$ cat src/rtl/fx_core.sv
module fx_core #(
  parameter int PC_W = 16
) (
  input  logic            clk,
  input  logic            rst,
  output logic [PC_W-1:0] pm_addr,
  input  logic [15:0]     pm_data,
  output logic [15:0]     d_addr,
  output logic [7:0]      d_wdata,
  output logic            d_we
);
  localparam int NREG = 32;

  logic [PC_W-1:0] pc;
  logic [15:0]     ir;
  logic            valid;
  logic [7:0]      rf [NREG];

  logic       is_ldi, is_add, is_sts, is_jmp;
  logic [4:0] rd, rr, ldi_rd;
  logic [7:0] ldi_k, sum;

  assign is_ldi = valid && ir[15:12] == 4'hE;
  assign is_add = valid && ir[15:10] == 6'b000011;
  assign is_sts = valid && ir[15:9] == 7'b1001001 && ir[3:0] == 4'h0;
  assign is_jmp = valid && ir == 16'h940C;

  assign rd     = {ir[8], ir[7:4]};
  assign rr     = {ir[9], ir[3:0]};
  assign ldi_rd = {1'b1, ir[7:4]};
  assign ldi_k  = {ir[11:8], ir[3:0]};
  assign sum    = rf[rd] + rf[rr];

  assign pm_addr = pc;
  assign d_we    = is_sts;
  assign d_addr  = pm_data;
  assign d_wdata = rf[rd];

  always_ff @(posedge clk) begin
    if (rst) begin
      pc    <= '0;
      ir    <= '0;
      valid <= 1'b0;
      for (int i = 0; i < NREG; i++) rf[i] <= '0;
    end else begin
      if (is_jmp) begin
        pc    <= pm_data[PC_W-1:0];
        valid <= 1'b0;
      end else if (is_sts) begin
        pc    <= pc + 1'b1;
        valid <= 1'b0;
      end else begin
        pc    <= pc + 1'b1;
        ir    <= pm_data;
        valid <= 1'b1;
      end
      if (is_ldi) rf[ldi_rd] <= ldi_k;
      if (is_add) rf[rd] <= sum;
    end
  end

  AST_RESET_PC: assert property (@(posedge clk) rst |=> (pm_addr == '0 && !d_we));
  AST_STEP_ONE: assert property (@(posedge clk) disable iff (rst)
    (valid && !is_jmp) |=> (pm_addr == $past(pm_addr) + 1'b1));
  AST_JUMP_TARGET: assert property (@(posedge clk) disable iff (rst)
    is_jmp |=> (pm_addr == $past(pm_data[PC_W-1:0]) && !valid));
  AST_OPERAND_SKIP: assert property (@(posedge clk) disable iff (rst)
    is_sts |=> !valid);
  AST_WE_SINGLE: assert property (@(posedge clk) disable iff (rst)
    d_we |=> !d_we);
endmodule

$ cat config.mk
export PLATFORM = sky130hd
export DESIGN_NAME = fx_core
export DESIGN_NICKNAME = d
export VERILOG_FILES = /design/src/rtl/fx_core.sv
export SDC_FILE = /design/constraint.sdc
export NUM_CORES = 1
export LEC_CHECK = 0
export BUFFER_PORTS_ARGS = -buffer_cell sky130_fd_sc_hd__buf_2
export CELL_PAD_IN_SITES_DETAIL_PLACEMENT = 1
export CELL_PAD_IN_SITES_GLOBAL_PLACEMENT = 2
export CORE_UTILIZATION = 44
export CTS_CLUSTER_DIAMETER = 30
export DETAILED_ROUTE_END_ITERATION = 10
export GPL_TIMING_DRIVEN = 0
export PLACE_DENSITY = 0.89
export SLEW_MARGIN = 5
export SYNTH_ARGS = -nofsm -noshare
export SYNTH_HDL_FRONTEND = slang
export SYNTH_SLANG_ARGS = --single-unit
$ cat constraint.sdc
create_clock -name clk -period 14.9 [get_ports clk]
set_input_delay 0.745 -clock clk [delete_from_list [all_inputs] [get_ports clk]]
set_output_delay 0.745 -clock clk [all_outputs]
set_load 0.02 [all_outputs]
==> reports/metrics.csv, run 1 <==
metric,value,unit
cts bufs inserted,70,
slowest CP cell,a21oi_1,
crit path capture type,flip-flop,
htree depth,3,
Worst EP arrival,7220,ps
NumNets Final,1239,
Reg2Reg Setup Slack,7960,ps
area growth from synthesis to layout,19.9,%
I/O pins,59,
Clock Root Buffer,clkbuf_16,
initial antenna violation count,3,
clock-pin slew on the worst setup and hold paths,50,ps
# setup viols final,0,
Tmin final,6940,ps
Final Max Slew Viols,0,
via count,11200,
Final ANT Viol Nets,0,
Power Total,2620,µW
worst hold path type,primary input to flip-flop,
DIE AREA,35900,µm²
CP top delay family,buffers and inverters,
Final Hold Vio Count,0,
simple-gate portion of the synthesized area,13.4,%
post-synthesis sequential area ratio,55.3,%
switch share,24.2,%
Synth Area in XOR/XNOR,1.07,%
compound-cell area share of the yosys netlist,1.59,%
clock power share,55.5,%
max frequency,0.144,GHz
vias in the first global route,11800,
leakage,0.00652,µW
Initial Utilization,44.8,%
Die W,189,µm
crit path cell chain,clkbuf_1 > buf_1 > buf_2 > mux4_2 > mux4_2 > mux2_2 > ha_1 > inv_1 > fa_1 > nor2b_1 > o21ai_0 > a21boi_0 > o21a_1 > or3_1 > a21oi_1 > clkbuf_1 > nor3b_1,
dpl ws,8100,ps
Synthesis Warnings,0,
IO Port Bufs,58,
Pint,1990,µW
Synth Instances,1082,
Unique masters post-synth,46,
Die Ht,189,µm
CTS sink cnt,299,
relative slew slack,12.3,%
Switch Pwr,635,µW
# Post-CTS Setup Buffers,0,
PD cells,142,nW/µm²
Crit path buffers/inverters,5,
post-synthesis register bit count,299,
number of gates resized after CTS,0,
Hold Buf Count CTS,0,
worst skew pair latency,580,ps
setup ws final,7960,ps
final worst path period share,46.6,%
GRT overflow,0,
sequential share of power,36.2,%
most used flip-flop cell after synthesis,edfxtp_1,
largest net degree at the start of global routing,11,
Worst-Margin Slew,1320,ps
Starting DRT DRC Count,1249,
Clock Tree Buf Depth,3,
Final Util,53.7,%
residual DRC count,0,
Setup CP Type,flip-flop to flip-flop,
Logic pwr share,8.3,%
Avg Synthesized Cell Area,14.3,µm²
drt total wl,57600,µm
TritonCTS clock tree,done,
Worst VDD drop,0.0769,mV
setup tns final,0,ps
Synth Net Count,1109,
status,finished clean,
share of cells above drive strength 1,30.3,%
Post-synth EDFFs,256,
maxcap violations,0,
largest family of logic cells by synthesized area,multiplexers,
area of the mapped netlist,15500,µm²
Worst Path Required,15180,ps
drt pass-1 iters,8,
crit-path max cell delay,830,ps
Rows,68,
core outline area,34500,µm²
largest fanout on the critical path,10,
Avg WL per Cell,33.5,µm
asr flop ratio synth,0,%
vias per std cell,6.49,
first-pass GRT wire length,83000,µm
post-synthesis mux area share,24.8,%
RSZ-0062 raised after global routing,false,
Post-Synth Adder-Cell Area,0.777,%
Final GP Congestion,1.06,
Worst Setup Start Kind,flip-flop,
post-detail-place hpwl,40200,µm
Total GRT Usage,33.1,%
Clock Skew,26.2,ps
## worst paths after layout
kind                                             from                       to  cells after the start
worst min-delay path                      pm_data[10]      ir[10]$_SDFFE_PP0P_                      2
worst max register to register              flip-flop  rf[20][6]$_SDFFCE_PN0P_                     17
worst max-delay path                        flip-flop  rf[20][6]$_SDFFCE_PN0P_                     17
worst min register to register  pm_addr[0]$_SDFF_PP0_    pm_addr[0]$_SDFF_PP0_                      1
## final cells by class
cell class                      instances  area (µm²)
Fill cell                            3375       16000
Multi-Input combinational cell        679        6450
Buffer                                 96         440
Tap cell                              455         569
Clock inverter                         39         347
Timing Repair Buffer                   58         290
Inverter                                8        30.0
Clock buffer                           83        1870
Antenna cell                            1        2.50
Sequential cell                       299        8550
## cells in the mapped netlist, types with 6 or more instances
cell type / instances / area share (%)
a211oi_1: 15 / 0.73
a21oi_1: 7 / 0.23
and2_1: 6 / 0.24
buf_1: 9 / 0.22
buf_2: 10 / 0.32
buf_4: 18 / 0.87
clkbuf_1: 59 / 1.4
dfxtp_1: 43 / 5.6
edfxtp_1: 256 / 50
ha_1: 8 / 0.65
inv_1: 8 / 0.19
mux2_2: 12 / 0.87
mux2i_1: 19 / 1.2
mux4_2: 156 / 23
nand2_1: 45 / 1.1
nand2b_1: 35 / 1.4
nand3_1: 8 / 0.26
nor2_1: 251 / 6.1
nor3_1: 9 / 0.29
nor3b_1: 37 / 1.8
nor3b_2: 14 / 1.1
xnor2_1: 7 / 0.40
xor2_1: 10 / 0.57
## sequential cells by signal, summed over array words and instances (netlist names), named ones only
| register | flops |
|---|---|
| valid | 1 |
| pm_addr | 16 |
| rf | 256 |
| ir | 16 |
## cells in the final DEF (no fill, tap or decap), types with 10 or more instances in the layout
cell type,netlist,final
a211oi_1,15,15
nor2_1,251,251
clkinv_2,0,15
clkbuf_1,59,67
nand2b_1,35,35
buf_2,10,68
nand2_1,45,45
xor2_1,10,10
edfxtp_1,256,256
mux2i_1,19,19
mux2_2,12,12
nor3b_1,37,37
mux4_2,156,156
dfxtp_1,43,43
nor3b_2,14,14
clkbuf_16,0,72
buf_4,18,18
## stage by stage
stage / hold WS, ps / area, µm² / cells
detailed placement: 498 / 16300 / 1595
CTS: 425 / 18500 / 1717
floorplan: 543 / 15500 / 1082
finish: 445 / 18500 / 1718
global route: 452 / 18500 / 1717
global placement: 494 / 16300 / 1595
## layer usage
| layer | up-vias | wire [µm] | GRT usage, % |
|---|---|---|---|
| met4 | 6 | 3480 | 18.2 |
| met1 | 5733 | 20500 | 39.8 |
| met5 | - | 46 | 0 |
| met3 | 218 | 6290 | 9.79 |
| li1 | 4397 | - | - |
| met2 | 803 | 27200 | 53.6 |
## power groups by stage
stage | Clock, µW | Sequential, µW | Combinational (µW)
finish | 1460 | 951 | 217
global placement | 0 | 960 | 206
floorplan | 0 | 954 | 135
CTS | 1460 | 950 | 213
detailed placement | 0 | 963 | 210
global route | 1500 | 952 | 223
## logic make-up after synthesis
logic type	Yosys count
fa+ha+maj	9
compound gates	36
flops	299
mux	187
buf+inv	104
xor+xnor	18
simple gates	429
Power figures use the tool's default switching activity.
==> inputs of run 2 (changes only) <==
- clock period: 14.9 -> 6.7 ns (I/O delays scaled with it)
==> reports/metrics.csv, run 2 (synthesized netlist as in run 1, its figures left out) <==
metric,value,unit
cell area after layout,18600,µm²
worst skew pair latency,580,ps
Hold Startpoint,pm_data[10],
setup tns final,0,ps
status,finished clean,
GRT overflow,0,
NumNets Final,1239,
Worst VDD drop,0.171,mV
most frequent cells in the layout,"edfxtp_1 (256), nor2_1 (251), mux4_2 (156)",
Worst EP arrival,6850,ps
vias per std cell,6.51,
core outline area,34500,µm²
DIE AREA,35900,µm²
Die Ht,189,µm
Tmin final,6570,ps
dpl cell area,16300,µm²
Final Non-Filler Cells,1718,
largest fanout on the critical path,10,
Worst R2R Path Depth,16,
Worst Path Required,6980,ps
Final GP Congestion,1.06,
IO Port Bufs,58,
cts bufs inserted,70,
fill cell count,3373,
worst hold path type,primary input to flip-flop,
Clock Root Buffer,clkbuf_16,
area growth from synthesis to layout,20.0,%
Starting DRT DRC Count,1330,
Hold Path Depth,2,
Hold Slack,36.8,ps
Final Max Slew Viols,0,
leakage,0.00653,µW
htree depth,3,
Power Total,5840,µW
Reg2Reg Setup Slack,130,ps
CP top delay family,buffers and inverters,
crit-path max cell delay,910,ps
"most common cell after layout, fill and taps aside",edfxtp_1,
PD cells,315,nW/µm²
initial antenna violation count,3,
first-pass GRT wire length,83100,µm
relative slew slack,12.4,%
Worst-Margin Slew,1310,ps
Clock Tree Buf Depth,3,
Worst Hold End,ir[10]$_SDFFE_PP0P_,
# setup viols final,0,
post-detail-place hpwl,40200,µm
CTS sink cnt,299,
largest net degree at the start of global routing,11,
slowest CP cell,clkbuf_1,
max FFs per register,256,
maxcap violations,0,
largest reg by FF count,rf,
TritonCTS clock tree,done,
Crit path buffers/inverters,5,
crit path cell chain,buf_4 > buf_1 > clkbuf_1 > mux4_2 > mux4_2 > mux2i_1 > inv_1 > ha_1 > a21o_1 > a21oi_1 > o21ai_0 > a21oi_1 > xnor2_1 > mux2i_2 > clkbuf_1 > nor2_1,
Setup CP Type,flip-flop to flip-flop,
Final ANT Viol Nets,0,
r2r endpoint,rf[15][5]$_SDFFCE_PN0P_,
Avg WL per Cell,33.6,µm
share of cells above drive strength 1,30.6,%
via count,11200,
max frequency,0.152,GHz
clock-pin slew on the worst setup and hold paths,50,ps
I/O pins,59,
residual DRC count,0,
final worst path period share,98.1,%
vias in the first global route,11800,
RSZ-0062 raised after global routing,false,
Die W,189,µm
drt total wl,57600,µm
placed cells,1595,
crit path capture type,flip-flop,
Total GRT Usage,33.2,%
Worst Setup Start Kind,flip-flop,
drt pass-1 iters,5,
Final Hold Vio Count,0,
Rows,68,
Initial Utilization,44.8,%
Clock Skew,26.8,ps
run 2: worst register-to-register path, stage by stage, from the launching register on:
cell,delay (ps)
dfxtp_1,330
buf_4,240
buf_1,660
clkbuf_1,920
mux4_2,490
mux4_2,550
mux2i_1,390
inv_1,150
ha_1,320
a21o_1,190
a21oi_1,220
o21ai_0,160
a21oi_1,200
xnor2_1,120
mux2i_2,640
clkbuf_1,550
nor2_1,160
run 2: layout make-up:
cell class | count | area (µm²) | area share (%)
antenna | 1 | 2.50 | 0.0135
sequential | 299 | 8550 | 46.1
timing repair buffer | 58 | 290 | 1.56
multi-input combinational | 679 | 6460 | 34.8
clock inverter | 39 | 347 | 1.87
inverter | 8 | 30.0 | 0.162
tap | 455 | 569 | 3.07
clock buffer | 83 | 1870 | 10.1
buffer | 96 | 443 | 2.39
run 2: through the flow:
step           util [%]  setup slack, ps
3_3_place_gp       47.3             63.2
2_1_floorplan         -             1850
5_1_grt            53.7             64.7
3_5_place_dp       47.3            -95.6
4_1_cts            53.7             88.6
6_report           53.7              128
run 2: power breakdown:
part           switching, µW  leakage [µW]  internal, µW
sequential              42.4       0.00310          2070
clock                   1070       0.00109          2160
combinational            297       0.00233           188
total                   1410       0.00653          4420
run 2: how the worst max path moves through the flow:
stage	slack, ps	start	cells past startpoint	to
final	130	flip-flop	16	rf[15][5]$_SDFFCE_PN0P_
after floorplan	1850	flip-flop	17	rf[0][6]$_SDFFCE_PN0P_
after CTS	90	flip-flop	17	rf[20][6]$_SDFFCE_PN0P_
after global routing	60	flip-flop	16	rf[20][6]$_SDFFCE_PN0P_
after detailed placement	-100	flip-flop	17	rf[25][6]$_SDFFCE_PN0P_
after global placement	60	flip-flop	17	rf[0][6]$_SDFFCE_PN0P_
run 2: timing repair:
item	4_1_cts	5_1_grt
endpoints found under the setup margin	32	44
gates resized for setup	2	4
hold buffers	0	0
gates cloned	0	0
setup buffers	0	0
run 2: routing by layer:
metal	up-vias	part of all wire (%)	track usage [%]
met1	5782	36	40.0
met4	6	6.0	18.6
met5	-	0.078	0
li1	4402	-	-
met2	802	47	53.5
met3	198	11	9.60
==> inputs of run 3 (changes only) <==
- PLACE_DENSITY: 0.89 -> 0.85
==> reports/metrics.csv, run 3 (synthesized netlist as in run 1, its figures left out) <==
metric,value,unit
status,finished clean,
"most common cell after layout, fill and taps aside",edfxtp_1,
largest net degree at the start of global routing,11,
first-pass GRT wire length,81300,µm
Die Ht,189,µm
slowest CP cell,clkbuf_1,
Final ANT Viol Nets,0,
NumNets Final,1243,
core outline area,34500,µm²
Worst VDD drop,0.202,mV
Switch Pwr,1490,µW
area growth from synthesis to layout,22.3,%
Tmin final,6530,ps
Pint,4790,µW
most frequent cells in the layout,"edfxtp_1 (256), nor2_1 (251), mux4_2 (156)",
cts bufs inserted,73,
Clock Root Buffer,clkbuf_16,
drt total wl,56100,µm
r2r endpoint,rf[4][7]$_SDFFCE_PN0P_,
max frequency,0.153,GHz
DIE AREA,35900,µm²
setup tns final,0,ps
Clock Tree Buf Depth,3,
Worst Hold End,ir[14]$_SDFFE_PP0P_,
switch share,23.7,%
crit path capture type,flip-flop,
RSZ-0062 raised after global routing,false,
PD cells,332,nW/µm²
Worst Path Required,7020,ps
Reg2Reg Setup Slack,170,ps
dpl ws,17.2,ps
htree depth,3,
GRT overflow,0,
Final Hold Vio Count,0,
I/O pins,59,
Avg WL per Cell,32.4,µm
Worst-Margin Slew,1330,ps
Setup CP Type,flip-flop to flip-flop,
Final Max Slew Viols,0,
Final GP Congestion,1.02,
Final Util,54.8,%
worst hold path type,primary input to flip-flop,
Hold Path Depth,2,
residual DRC count,0,
Logic pwr share,7.7,%
post-detail-place hpwl,39600,µm
crit path cell chain,buf_4 > buf_1 > clkbuf_1 > mux4_2 > mux4_2 > mux2i_1 > inv_1 > ha_1 > a21o_1 > a21oi_1 > o21ai_0 > a2111o_1 > a21o_1 > mux2i_1 > buf_2 > nor2_1,
Die W,189,µm
Worst R2R Path Depth,16,
Rows,68,
via count,10900,
largest reg by FF count,rf,
Initial Utilization,44.8,%
clock-pin slew on the worst setup and hold paths,50,ps
largest fanout on the critical path,10,
Worst Setup Start Kind,flip-flop,
CTS sink cnt,299,
worst skew pair latency,590,ps
leakage,0.00669,µW
setup ws final,169,ps
vias per std cell,6.31,
Clock Skew,16.0,ps
IO Port Bufs,58,
maxcap violations,0,
share of cells above drive strength 1,31.0,%
max FFs per register,256,
Hold Startpoint,pm_data[14],
crit-path max cell delay,850,ps
TritonCTS clock tree,done,
initial antenna violation count,3,
drt pass-1 iters,5,
final worst path period share,97.5,%
sequential share of power,33.6,%
vias in the first global route,11500,
Total GRT Usage,32.4,%
Worst EP arrival,6850,ps
# setup viols final,0,
relative slew slack,11.4,%
Starting DRT DRC Count,1175,
clock power share,58.7,%
-- run 3: power groups by stage --
stage	sequential [µW]	clock (µW)	combinational, µW
finish	2110	3690	486
global route	2110	3780	500
floorplan	2120	0	299
detailed placement	2140	0	470
CTS	2110	3690	477
global placement	2130	0	463
-- run 3: stage by stage --
step | power [µW] | hold slack [ps] | area, µm² | std cells
floorplan | 2420 | 456 | 15500 | 1082
detailed placement | 2610 | 505 | 16300 | 1595
global placement | 2600 | 492 | 16300 | 1595
CTS | 6280 | 11.0 | 18900 | 1731
global route | 6400 | 36.6 | 18900 | 1731
finish | 6280 | 26.4 | 18900 | 1733
-- run 3: critical path: cells and delay by family (launching register included) --
| family | cells | cell delay (ps) |
|---|---|---|
| mux | 4 | 2020 |
| fa+ha+maj | 1 | 340 |
| flops | 1 | 320 |
| buf+inv | 5 | 2270 |
| compound gates | 5 | 1200 |
| simple gates | 1 | 90 |
-- run 3: layout make-up --
cell class,count,area (µm²)
fillers,3357,15600
clock buffers,88,1990
multi-input cells,679,6460
flip-flops and latches,299,8550
plain buffers,96,443
diodes,2,5.00
clock inverters,47,577
repair buffers,59,300
well taps,455,569
inverters,8,30.0
-- run 3: worst max path at each step --
| stage | start | to | slack, ps | depth (start not counted) |
|---|---|---|---|---|
| after floorplan | flip-flop | rf[0][6]$_SDFFCE_PN0P_ | 1850 | 17 |
| after global placement | flip-flop | rf[1][6]$_SDFFCE_PN0P_ | 120 | 17 |
| after detailed placement | flip-flop | rf[20][6]$_SDFFCE_PN0P_ | 20 | 17 |
| after CTS | flip-flop | rf[25][5]$_SDFFCE_PN0P_ | 100 | 16 |
| after global routing | flip-flop | rf[4][7]$_SDFFCE_PN0P_ | 50 | 16 |
| final | flip-flop | rf[4][7]$_SDFFCE_PN0P_ | 170 | 16 |
-- run 3: timing repair --
item                                    CTS  global route
endpoints found under the hold margin     1             0
buffers inserted                          0             0
hold buffers                              1             0
resized for setup                         1             5
gates cloned                              0             0
endpoints found under the setup margin   12           125
-- run 3: layer usage --
layer | track usage [%] | part of all wire [%] | wire length (µm)
met1 | 41.0 | 38 | 21200
met2 | 50.5 | 46 | 26000
met3 | 8.23 | 9.6 | 5390
met4 | 19.1 | 6.1 | 3440
met5 | 0 | 0.021 | 12
